### src/rtl/dram_puf_seq.sv
module dram_puf_seq #(
  parameter int ROWS        = 8,
  parameter int DATA_W      = 16,
  parameter int CNT_W       = 16,
  parameter int DLY_W       = 4,
  parameter int NORM_RD_LAT = 4,
  parameter int DROP_W      = 8,
  localparam int ROW_W      = $clog2(ROWS)
) (
  input  logic              clk,
  input  logic              rst_n,
  input  logic              start,
  input  logic [1:0]        mode,
  input  logic [ROW_W-1:0]  row_sel,
  input  logic [CNT_W-1:0]  decay_cycles,
  input  logic [CNT_W-1:0]  hammer_count,
  input  logic [DLY_W-1:0]  fast_rd_delay,
  output logic              busy,
  output logic              done,
  output logic [DROP_W-1:0] drop_cnt,
  output logic              mem_ref_en,
  output logic              mem_act,
  output logic              mem_wr,
  output logic              mem_rd,
  output logic [ROW_W-1:0]  mem_row,
  output logic [DATA_W-1:0] mem_wdata,
  input  logic [DATA_W-1:0] mem_rdata,
  output logic              rsp_valid,
  input  logic              rsp_ready,
  output logic [ROW_W-1:0]  rsp_row,
  output logic [DATA_W-1:0] rsp_bits
);
  typedef enum logic [3:0] {S_IDLE, S_ACTW, S_WR, S_WAIT, S_HAM,
                            S_ACTR, S_RD, S_RWAIT, S_OUT} st_t;

  st_t              st;
  logic [1:0]       mode_q;
  logic [ROW_W-1:0] row_q;
  logic [CNT_W-1:0] decay_q, ham_q, cnt;
  logic [DLY_W-1:0] fast_q, rd_lat;
  logic             phase, nb_ok;

  wire is_ret = mode_q == 2'b00;
  wire is_ham = mode_q == 2'b01;

  assign rd_lat = !mode_q[1] ? DLY_W'(NORM_RD_LAT) :
                  (fast_q == '0) ? DLY_W'(1) : fast_q;
  assign nb_ok  = phase ? (row_q != ROW_W'(ROWS-1)) : (row_q != '0);

  assign busy       = st != S_IDLE;
  assign mem_ref_en = st == S_IDLE;
  assign mem_wr     = st == S_WR;
  assign mem_wdata  = '1;
  assign mem_act    = st == S_ACTW || st == S_ACTR || (st == S_HAM && nb_ok);
  assign mem_rd     = st == S_RD || (st == S_HAM && nb_ok);
  assign mem_row    = (st != S_HAM) ? row_q :
                      phase ? row_q + 1'b1 : row_q - 1'b1;
  assign rsp_valid  = st == S_OUT;
  assign rsp_row    = row_q;

  always_ff @(posedge clk) begin
    if (!rst_n) begin
      st       <= S_IDLE;
      mode_q   <= '0;
      row_q    <= '0;
      decay_q  <= '0;
      ham_q    <= '0;
      fast_q   <= '0;
      cnt      <= '0;
      phase    <= 1'b0;
      rsp_bits <= '0;
      done     <= 1'b0;
      drop_cnt <= '0;
    end else begin
      done <= 1'b0;
      if (start && st != S_IDLE) drop_cnt <= drop_cnt + 1'b1;
      case (st)
        S_IDLE: if (start) begin
          mode_q  <= mode;
          row_q   <= row_sel;
          decay_q <= decay_cycles;
          ham_q   <= hammer_count;
          fast_q  <= fast_rd_delay;
          st      <= S_ACTW;
        end
        S_ACTW: st <= S_WR;
        S_WR: begin
          cnt   <= '0;
          phase <= 1'b0;
          if (is_ret && decay_q != '0)      st <= S_WAIT;
          else if (is_ham && ham_q != '0)   st <= S_HAM;
          else                              st <= S_ACTR;
        end
        S_WAIT: begin
          cnt <= cnt + 1'b1;
          if (cnt == decay_q - 1'b1) st <= S_ACTR;
        end
        S_HAM: begin
          phase <= ~phase;
          if (phase) begin
            cnt <= cnt + 1'b1;
            if (cnt == ham_q - 1'b1) st <= S_ACTR;
          end
        end
        S_ACTR: st <= S_RD;
        S_RD: begin
          cnt <= '0;
          st  <= S_RWAIT;
        end
        S_RWAIT: begin
          cnt <= cnt + 1'b1;
          if (cnt == CNT_W'(rd_lat) - 1'b1) begin
            rsp_bits <= ~mem_rdata;
            st       <= S_OUT;
          end
        end
        S_OUT: if (rsp_ready) begin
          done <= 1'b1;
          st   <= S_IDLE;
        end
        default: st <= S_IDLE;
      endcase
    end
  end
endmodule


### config.mk
export PLATFORM = sky130hd
export DESIGN_NAME = dram_puf_seq
export DESIGN_NICKNAME = d
export VERILOG_FILES = /design/src/rtl/dram_puf_seq.sv
export SDC_FILE = /design/constraint.sdc
export NUM_CORES = 1
export LEC_CHECK = 0
export BUFFER_PORTS_ARGS = -buffer_cell sky130_fd_sc_hd__buf_4
export CORE_ASPECT_RATIO = 1.4
export CORE_MARGIN = 2
export CORE_UTILIZATION = 24
export CTS_CLUSTER_DIAMETER = 100
export DETAILED_ROUTE_END_ITERATION = 10
export GPL_TIMING_DRIVEN = 0
export PLACE_DENSITY = 0.41
export SLEW_MARGIN = 0
export SYNTH_ARGS = -nofsm -noshare
export SYNTH_HDL_FRONTEND = slang
export SYNTH_SLANG_ARGS = --single-unit
export TNS_END_PERCENT = 20
### constraint.sdc
create_clock -name clk -period 3.8 [get_ports clk]
set_clock_uncertainty 0.15 [all_clocks]
set_input_delay 0.57 -clock clk [delete_from_list [all_inputs] [get_ports clk]]
set_output_delay 0.57 -clock clk [all_outputs]
set_load 0.02 [all_outputs]
======== After elaboration in Yosys (flattened, before gate mapping) ========
Index checks and enable logic that the tools add are counted.
word-level totals
  bits in registers ....................... 87
  logic and storage cells ................. 81
cells by class
  equal/unequal tests ..................... 20
  bitwise gates (word level) .............. 2
  add/sub/neg operators ................... 7
  reductions and logical operators ........ 23
  muxes and demuxes ....................... 18
operators with widths
  operator                                            number
  == test 16 bit                                      3
  one-hot mux 16 bit (3 select lines)                 1
  one-hot mux 4 bit (9 select lines)                  1
  2-to-1 mux 4 bit                                    8
  nonzero test 16 bit                                 2
  subtractor 16 x 1 -> 16 bit, second input constant  2
  adder 16 x 1 -> 16 bit, second input constant       1
  == test 4 x 3 -> 1 bit, second input constant       4
  2-to-1 mux 16 bit                                   1
  inverter 16 bit                                     1
  2-to-1 mux 3 bit                                    3
  adder 8 x 1 -> 8 bit, second input constant         1
  == test 4 x 2 -> 1 bit, second input constant       2
  zero test 4 bit                                     2
  != test 2 bit, second input constant                4
  AND reduction 2 bit                                 4
  AND reduction 6 bit                                 1
  nonzero test 3 bit                                  2
  subtractor 4 x 1 -> 5 bit, second input constant    1
  == test 4 x 1 -> 1 bit, second input constant       1
  == test 4 bit, second input constant                1
  logical AND 1 bit                                   4
  != test 2 x 1 -> 1 bit, second input constant       2
  != test 4 x 3 -> 1 bit, second input constant       1
  12 further kinds                                    17

======== Logic depth before layout (Yosys ltp) ========
Gate-level depths: netlist of the first run.
  depth after elaboration ................. 7
  mapped depth ............................ 11
  depth with buffers taken out ............ 10

======== Worst setup path after synthesis of the first run ========
Ideal clock, no wire load.
  path kind ............................... reg2reg
  start point ............................. register ham_q[0]
  end point ............................... register st[0]
  path buffers ............................ 1
  clock period less this slack ............ 2.661 ns
  stages on the path, launching flop included .. 11
  library setup time ...................... 0.058 ns
  arrival ................................. 2.453 ns
  data required time ...................... 3.592 ns
  setup slack ............................. 1.139 ns
  cells stage by stage .................... dfxtp_1 inv_1 ha_1 or4b_1 buf_2 or4_4 mux2_4 o21ai_1 a21oi_1 nor4_1 o21a_1
between the ends
  cells in the longest elaborated chain, start to end .. 5
  elaborated cells on any way between the ends .. 9
  those cells by class .................... 1 x add/sub; 2 x eq/ne; 3 x mux; 3 x reduce/logical
ends and longest elaborated chain
  element                                                              line  RTL
  start, declared                                                      39    logic [CNT_W-1:0] decay_q, ham_q, cnt;
  start signal, assigned                                               82    ham_q <= hammer_count;
  branches (longest 5 deep; another with subtractor 16 x 1 -> 16 bit)  n/a
  end signal, assigned                                                 90    if (is_ret && decay_q != '0) st <= S_WAIT;
  end signal, assigned                                                 91    else if (is_ham && ham_q != '0) st <= S_HAM;
  end signal, assigned                                                 92    else st <= S_ACTR;
  end, declared                                                        36    st_t st;
Parallel ways; which one is timed is not known.
A chain may end at the register's enable or synchronous reset.

======== Worst setup path after layout of the first run ========
  start point ............................. register mode_q[1]
  end point ............................... register rsp_bits[2]
between the ends
  cells in the longest elaborated chain, start to end .. 4
ends and longest elaborated chain
  element                        line  RTL
  start, declared                37    logic [1:0] mode_q;
  start signal, assigned         79    mode_q <= mode;
  2-to-1 mux 4 bit               46    assign rd_lat = !mode_q[1] ? DLY_W'(NORM_RD_LAT) :
  subtractor 4 x 1 -> 5 bit      112   if (cnt == CNT_W'(rd_lat) - 1'b1) begin
  == test 16 bit                 112
  AND reduction 2 bit (no line)  n/a
  end signal, assigned           113   rsp_bits <= ~mem_rdata;
  end, declared                  31    output logic [DATA_W-1:0] rsp_bits
No other way between the ends.

==> impl_metrics.sql, run 1 <==
INSERT INTO impl_metrics (metric_group, metric, value, unit) VALUES
('run_status', 'status', 'finished, final reports clean', ''),
('worst_setup_path', 'critPathArrivalTime', '3.33', 'ns'),
('floorplan', 'fp_rows', '62', ''),
('logic_synthesis', 'netlist_instances', '636', ''),
('layout', 'area_growth_syn_to_layout', '28.5', '%'),
('timing', 'final_hold_viol_count', '0', ''),
('timing', 'max_slew.worst_pin.slew', '0.943', 'ns'),
('worst_setup_path', 'startpoint', 'mode_q[1]', ''),
('logic_synthesis', 'most_area_consuming_cells_after_synthesis', 'sky130_fd_sc_hd__dfxtp_1 35%, sky130_fd_sc_hd__nand2_1 8.4%, sky130_fd_sc_hd__a21oi_1 6.7%', ''),
('layout', 'antenna_cells_inserted', '0', ''),
('worst_setup_path', 'path_max_fanout', '10', ''),
('worst_setup_path', 'worst_setup_path_endpoint', 'rsp_bits[2]', ''),
('pwr', 'max-vdd-ir-drop', '0.289', 'mV'),
('logic_synthesis', 'yosys.area.top_type_share', '34.7', '%'),
('cts', 'cts_buffers', '9', ''),
('worst_setup_path', 'worstSetupEndpointType', 'flip-flop', ''),
('worst_setup_path', 'delay_of_the_slowest_cell_on_the_worst_path', '0.70', 'ns'),
('drt', 'detail_route.wl_per_cell', '15.4', 'microns'),
('pwr', 'powerDensity', '613', 'nW/um^2'),
('logic_synthesis', 'syn_area', '5020', 'sq um'),
('place', 'gpl.final_weighted_congestion', '0.812', ''),
('timing', 'max_clock_freq', '0.306', 'GHz'),
('logic_synthesis', 'synth_flop_type', 'sky130_fd_sc_hd__dfxtp_1', ''),
('global_routing', 'maximum_number_of_pins_on_one_net_before_global_route_repair', '17', ''),
('worst_setup_path', 'reg2reg_setup_slack', '0.53', 'ns'),
('cts', 'clock_latency_on_the_worst_skew_pair', '0.35', 'ns'),
('drt', 'dr.pass1.iters', '4', ''),
('drt', 'dr_drc_count', '0', ''),
('timing', 'min_period', '3.27', 'ns'),
('cts', 'clk_root_buffer_cell', 'sky130_fd_sc_hd__clkbuf_16', ''),
('timing', 'post-route-period-util', '86.1', '%'),
('cts', 'cts.hold.buffers_added', '0', ''),
('drt', 'detail-route-antenna-nets', '0', ''),
('worst_setup_path', 'timing.setup.critical_path_class', 'reg -> reg', ''),
('cts', 'tritoncts_clock_tree', 'yes', ''),
('logic_synthesis', 'ys_top_cells_by_count', '112 x sky130_fd_sc_hd__nand2_1, 87 x sky130_fd_sc_hd__dfxtp_1, 67 x sky130_fd_sc_hd__a21oi_1, 39 x sky130_fd_sc_hd__nor2_1', ''),
('cts', 'path_clk_slew', '0.07', 'ns'),
('logic_synthesis', 'synth-async-reset-ratio', '0', '%'),
('floorplan', 'dieWidth', '126', 'microns'),
('timing', 'final_number_of_setup_violating_endpoints', '0', ''),
('worst_setup_path', 'worst-endpoint-required', '3.86', 'ns'),
('layout', 'postLayoutCellArea', '6460', 'sq um'),
('hold_path', 'worst_hold_path.num_cells', '2', ''),
('floorplan', 'die-height', '175', 'microns'),
('worst_setup_path', 'worstReg2RegEnd', 'rsp_bits[2]', ''),
('logic_synthesis', 'synthesis.yosys.warnings', '0', ''),
('cts', 'cts_max_path_buffers', '2', ''),
('global_routing', 'grt-ovfl-total', '0', ''),
('drt', 'detail_route.wirelength', '15.7', 'mm'),
('drt', 'initialDrtViolationCount', '193', ''),
('logic_synthesis', 'netlist.top_cell.by_area', 'sky130_fd_sc_hd__dfxtp_1', ''),
('flow_run', 'max-cap-violations', '0', ''),
('global_routing', 'antenna_found_initial', '0', ''),
('pwr', 'p_leak', '2.49', 'nW'),
('place', 'place_hpwl', '12.3', 'mm'),
('layout', 'layout.nets', '828', ''),
('floorplan', 'core', '20600', 'sq um'),
('logic_synthesis', 'synth.lib_cells_used.distinct', '73', ''),
('worst_setup_path', 'worst_setup_path_start_kind', 'flip-flop', ''),
('floorplan', 'initial_core_util', '24.4', '%'),
('logic_synthesis', 'ys_seq_area_share', '34.7', '%'),
('cts', 'htreeDepth', '3', ''),
('drt', 'via_count', '4825', ''),
('timing', 'report.final.slew_viol_count', '0', ''),
('place', 'io_buffers', '97', ''),
('cts', 'post-cts-setup-buffers', '0', ''),
('global_routing', 'globalRouteTotalUtil', '14.3', '%'),
('worst_setup_path', 'rr_startpoint', 'mode_q[1]', ''),
('place', 'place_inst', '1004', ''),
('worst_setup_path', 'crit_path_cell_trace', 'o21ai_0, ha_1, xor2_1, o21ai_0, a211oi_1, o211ai_1, a21oi_1, buf_2, a311oi_1', ''),
('drt', 'avgViaCountPerCell', '4.73', '');
[cells in the final DEF (no fill, tap or decap), drive strengths merged, types with 7 or more instances in the layout]
cell    count
nand4       8
inv        20
nand2     112
mux2i       7
a311oi     16
dfxtp      87
ha          7
o21ai      12
buf       127
nor3       19
a21oi      67
clkbuf     47
or4         7
xnor2      38
nor2       39
xor2       26
conb       16
nand3      14
nor4       13
[worst min path at each step]
stage / end / slack (ns) / start
after detailed placement: fast_q[0] / 0.31 / fast_q[0]
final: rsp_bits[3] / 0.26 / mem_rdata[3]
after global placement: fast_q[0] / 0.31 / fast_q[0]
after global routing: rsp_bits[8] / 0.25 / mem_rdata[8]
after floorplan: fast_q[0] / 0.29 / fast_q[0]
after CTS: rsp_bits[11] / 0.25 / mem_rdata[11]
[stage by stage]
stage	total power, mW	setup WS, ns
CTS	4.00	0.473
global placement	2.97	0.601
finish	3.95	0.527
floorplan	2.47	1.14
global route	4.24	0.240
detailed placement	2.99	0.517
[flip-flops by register name (all words and copies together), names as in the netlist]
name      count
cnt          16
decay_q      16
st            4
rsp_row       3
drop_cnt      8
fast_q        4
mode_q        2
done          1
phase         1
rsp_bits     16
ham_q        16
[where the power goes]
group	switching [mW]	internal (mW)	leakage (nW)
Clock	0.410	0.584	0.153
Combinational	1.04	0.733	1.63
Sequential	0.155	1.03	0.707
Total	1.61	2.35	2.49
[cell type report]
| type | count | area, sq um |
|---|---|---|
| Buffer | 68 | 349 |
| Clock buffer | 9 | 225 |
| Clock inverter | 7 | 101 |
| Fill cell | 2202 | 14100 |
| Inverter | 17 | 63.8 |
| Multi-Input combinational cell | 479 | 2930 |
| Sequential cell | 87 | 1740 |
| Tap cell | 256 | 320 |
| Timing Repair Buffer | 97 | 728 |
[logic make-up (layout without fill, tap and decap cells)]
group | count (synthesis) | in the layout | synth area share (%)
flops | 87 | 87 | 34.7
fa+ha+maj | 8 | 8 | 2.14
mux | 9 | 9 | 1.92
compound gates | 135 | 135 | 17.7
other cells | 1 | 16 | 0.0746
xor+xnor | 64 | 64 | 11.2
simple gates | 247 | 247 | 24.1
buf+inv | 85 | 198 | 8.22
[worst max-delay path, delay by kind of cell (launching register included)]
kind | cells | cell delay (ns)
adder cells (fa/ha/maj) | 1 | 0.36
XOR/XNOR | 1 | 0.14
flip-flops | 1 | 0.51
AO/OA/AOI/OAI | 6 | 1.63
buffers and inverters | 1 | 0.35
[per-layer routing]
layer | global-route usage (%) | vias up | share of wire [%]
met1 | 15.4 | 2271 | 39
met5 | 0 | - | 0
met4 | 3.98 | 0 | 1.3
met3 | 2.82 | 13 | 3.7
met2 | 27.9 | 104 | 56
li1 | - | 2437 | -
Note: power is estimated with default switching activity, not from simulation.
==> run 2, diff against run 1 <==
--- a/config.mk
+++ b/config.mk
@@ -12,6 +12,7 @@
 export CTS_CLUSTER_DIAMETER = 100
 export DETAILED_ROUTE_END_ITERATION = 10
 export GPL_TIMING_DRIVEN = 0
+export MAX_ROUTING_LAYER = met4
 export PLACE_DENSITY = 0.41
 export SLEW_MARGIN = 0
 export SYNTH_ARGS = -nofsm -noshare
==> run 2 against run 1 <==
  * Sequential cell count stayed put
  * Clock power hardly changed
  * Global-route usage is 0.42 points higher
  * Sequential power hardly changed
  * Cell count stayed put
  * Non-clock buffer count stayed put
  * Power hardly changed
  * Sequential share of layout area stayed put
  * First-iteration DRC count is 13% lower
  * Critical path type unchanged
  * Critical endpoint unchanged
  * Largest cell class unchanged
  * Largest power group unchanged
  * Highest routed layer unchanged
==> impl_metrics.sql, run 2 (synthesis gave the netlist of run 1 again) <==
INSERT INTO impl_metrics (metric_group, metric, value, unit) VALUES
('timing', 'final_hold_viol_count', '0', ''),
('cts', 'clk_root_buffer_cell', 'sky130_fd_sc_hd__clkbuf_16', ''),
('timing', 'rsz0062_at_grt', 'false', ''),
('worst_setup_path', 'worst-endpoint-required', '3.86', 'ns'),
('floorplan', 'ios', '114', ''),
('cts', 'tritoncts_clock_tree', 'yes', ''),
('cts', 'post-cts-setup-buffers', '0', ''),
('drt', 'initialDrtViolationCount', '167', ''),
('worst_setup_path', 'delay_of_the_slowest_cell_on_the_worst_path', '0.69', 'ns'),
('cts', 'cts-resized-gates', '0', ''),
('layout', 'layout.nets', '828', ''),
('place', 'io_buffers', '97', ''),
('global_routing', 'maximum_number_of_pins_on_one_net_before_global_route_repair', '17', ''),
('worst_setup_path', 'timing.setup.critical_path_class', 'reg -> reg', ''),
('worst_setup_path', 'path_max_fanout', '10', ''),
('place', 'place_hpwl', '12.3', 'mm'),
('drt', 'dr.pass1.iters', '4', ''),
('cts', 'cts_buffers', '9', ''),
('layout', 'area_growth_syn_to_layout', '28.5', '%'),
('drt', 'dr_drc_count', '0', ''),
('worst_setup_path', 'cpMaxStageDelayCell', 'sky130_fd_sc_hd__a21oi_1', ''),
('flow_run', 'max-cap-violations', '0', ''),
('drt', 'detail_route.wirelength', '15.6', 'mm'),
('hold_path', 'min-delay-path-class', 'in -> reg', ''),
('layout', 'final_layout_size_suffix_gt1_share', '20.7', '%'),
('place', 'gpl.final_weighted_congestion', '0.824', ''),
('floorplan', 'die-height', '175', 'microns'),
('timing', 'slew_headroom', '37.1', '%'),
('place', 'place_inst', '1004', ''),
('drt', 'avgViaCountPerCell', '4.72', ''),
('place', 'placed_cell_area', '6130', 'sq um'),
('pwr', 'powerDensity', '613', 'nW/um^2'),
('worst_setup_path', 'critPathArrivalTime', '3.32', 'ns'),
('timing', 'final_number_of_setup_violating_endpoints', '0', ''),
('global_routing', 'globalRouteTotalUtil', '14.7', '%'),
('cts', 'clock_latency_on_the_worst_skew_pair', '0.35', 'ns'),
('cts', 'htreeDepth', '3', ''),
('timing', 'report.final.slew_viol_count', '0', ''),
('worst_setup_path', 'crit_path_cell_trace', 'o21ai_0, ha_1, xor2_1, o21ai_0, a211oi_1, o211ai_1, a21oi_1, buf_2, a311oi_1', ''),
('pwr', 'report.power.total', '3.96', 'mW'),
('drt', 'detail_route.wl_per_cell', '15.3', 'microns'),
('worst_setup_path', 'worstSetupEndpointType', 'flip-flop', ''),
('global_routing', 'grt-ovfl-total', '0', ''),
('layout', 'final_common_cell', 'sky130_fd_sc_hd__buf_4', ''),
('cts', 'cts_max_path_buffers', '2', ''),
('timing', 'max_clock_freq', '0.306', 'GHz'),
('floorplan', 'fp_rows', '62', ''),
('floorplan', 'core', '20600', 'sq um'),
('timing', 'post-route-period-util', '85.9', '%'),
('drt', 'via_count', '4818', ''),
('pwr', 'max-vdd-ir-drop', '0.289', 'mV'),
('run_status', 'status', 'finished, final reports clean', ''),
('worst_setup_path', 'timing.critical_path.mode_cell', 'sky130_fd_sc_hd__o21ai_0', ''),
('timing', 'fin_hold_ws', '0.256', 'ns'),
('pwr', 'p_leak', '2.49', 'nW'),
('layout', 'antenna_cells_inserted', '0', ''),
('cts', 'number_of_clock_sinks', '87', ''),
('layout', 'fillerInstances', '2202', ''),
('global_routing', 'first_global_vias', '4926', ''),
('cts', 'cts.hold.buffers_added', '0', ''),
('timing', 'max_slew.worst_pin.slew', '0.940', 'ns'),
('floorplan', 'dieWidth', '126', 'microns'),
('worst_setup_path', 'worstPathBufferInverterCount', '1', ''),
('drt', 'detail-route-antenna-nets', '0', ''),
('layout', 'instances_no_fill', '1020', ''),
('timing', 'final.setup.tns', '0', 'ns'),
('worst_setup_path', 'worst_path_dominant_cell_family', 'compound AO/OA/AOI/OAI gates', ''),
('layout', 'final_cell_mix', '115 x sky130_fd_sc_hd__buf_4, 112 x sky130_fd_sc_hd__nand2_1, 87 x sky130_fd_sc_hd__dfxtp_1', ''),
('global_routing', 'first_pass_grt_wire_length', '25.4', 'mm'),
('global_routing', 'antenna_found_initial', '0', ''),
('floorplan', 'initial_core_util', '24.4', '%'),
('cts', 'path_clk_slew', '0.07', 'ns'),
('worst_setup_path', 'worst_setup_path_start_kind', 'flip-flop', ''),
('layout', 'postLayoutCellArea', '6460', 'sq um'),
('floorplan', 'fp.dieArea', '22100', 'sq um'),
('timing', 'min_period', '3.27', 'ns');
run 2: cell counts in the layout (fill, tap and decap cells not counted):
No cell type changed its count.
run 2: worst paths after layout:
path	from	endpoint	slack, ns	depth (start not counted)
worst min register to register	fast_q[0]	fast_q[0]	0.32	2
worst max register to register	mode_q[1]	rsp_bits[2]	0.53	9
worst min-delay path	mem_rdata[3]	rsp_bits[3]	0.26	2
worst max-delay path	mode_q[1]	rsp_bits[2]	0.53	9
run 2: routing by layer:
metal / vias to the layer above / GRT usage [%] / wire, microns
li1: 2437 / - / -
met1: 2267 / 15.6 / 6190
met2: 102 / 27.9 / 8720
met3: 12 / 2.60 / 543
met4: 0 / 3.98 / 189
met5: - / - / 0
run 2: final cells by class:
class / count / area (sq um) / area share (%)
sequential: 87 / 1740 / 27.0
buffer: 68 / 349 / 5.41
timing repair buffer: 97 / 728 / 11.3
clock buffer: 9 / 225 / 3.49
clock inverter: 7 / 101 / 1.57
inverter: 17 / 63.8 / 0.988
tap: 256 / 320 / 4.96
multi-input combinational: 479 / 2930 / 45.3
run 2: report_power, final:
group | switching [mW] | internal (mW) | total, mW
sequential | 0.154 | 1.03 | 1.19
combinational | 1.04 | 0.733 | 1.78
clock | 0.410 | 0.584 | 0.994
run 2: stage by stage:
stage	util, %	worst slack [ns]
floorplan	-	1.14
finish	31.4	0.534
global route	31.4	0.240
detailed placement	29.8	0.517
global placement	29.8	0.601
CTS	31.4	0.473
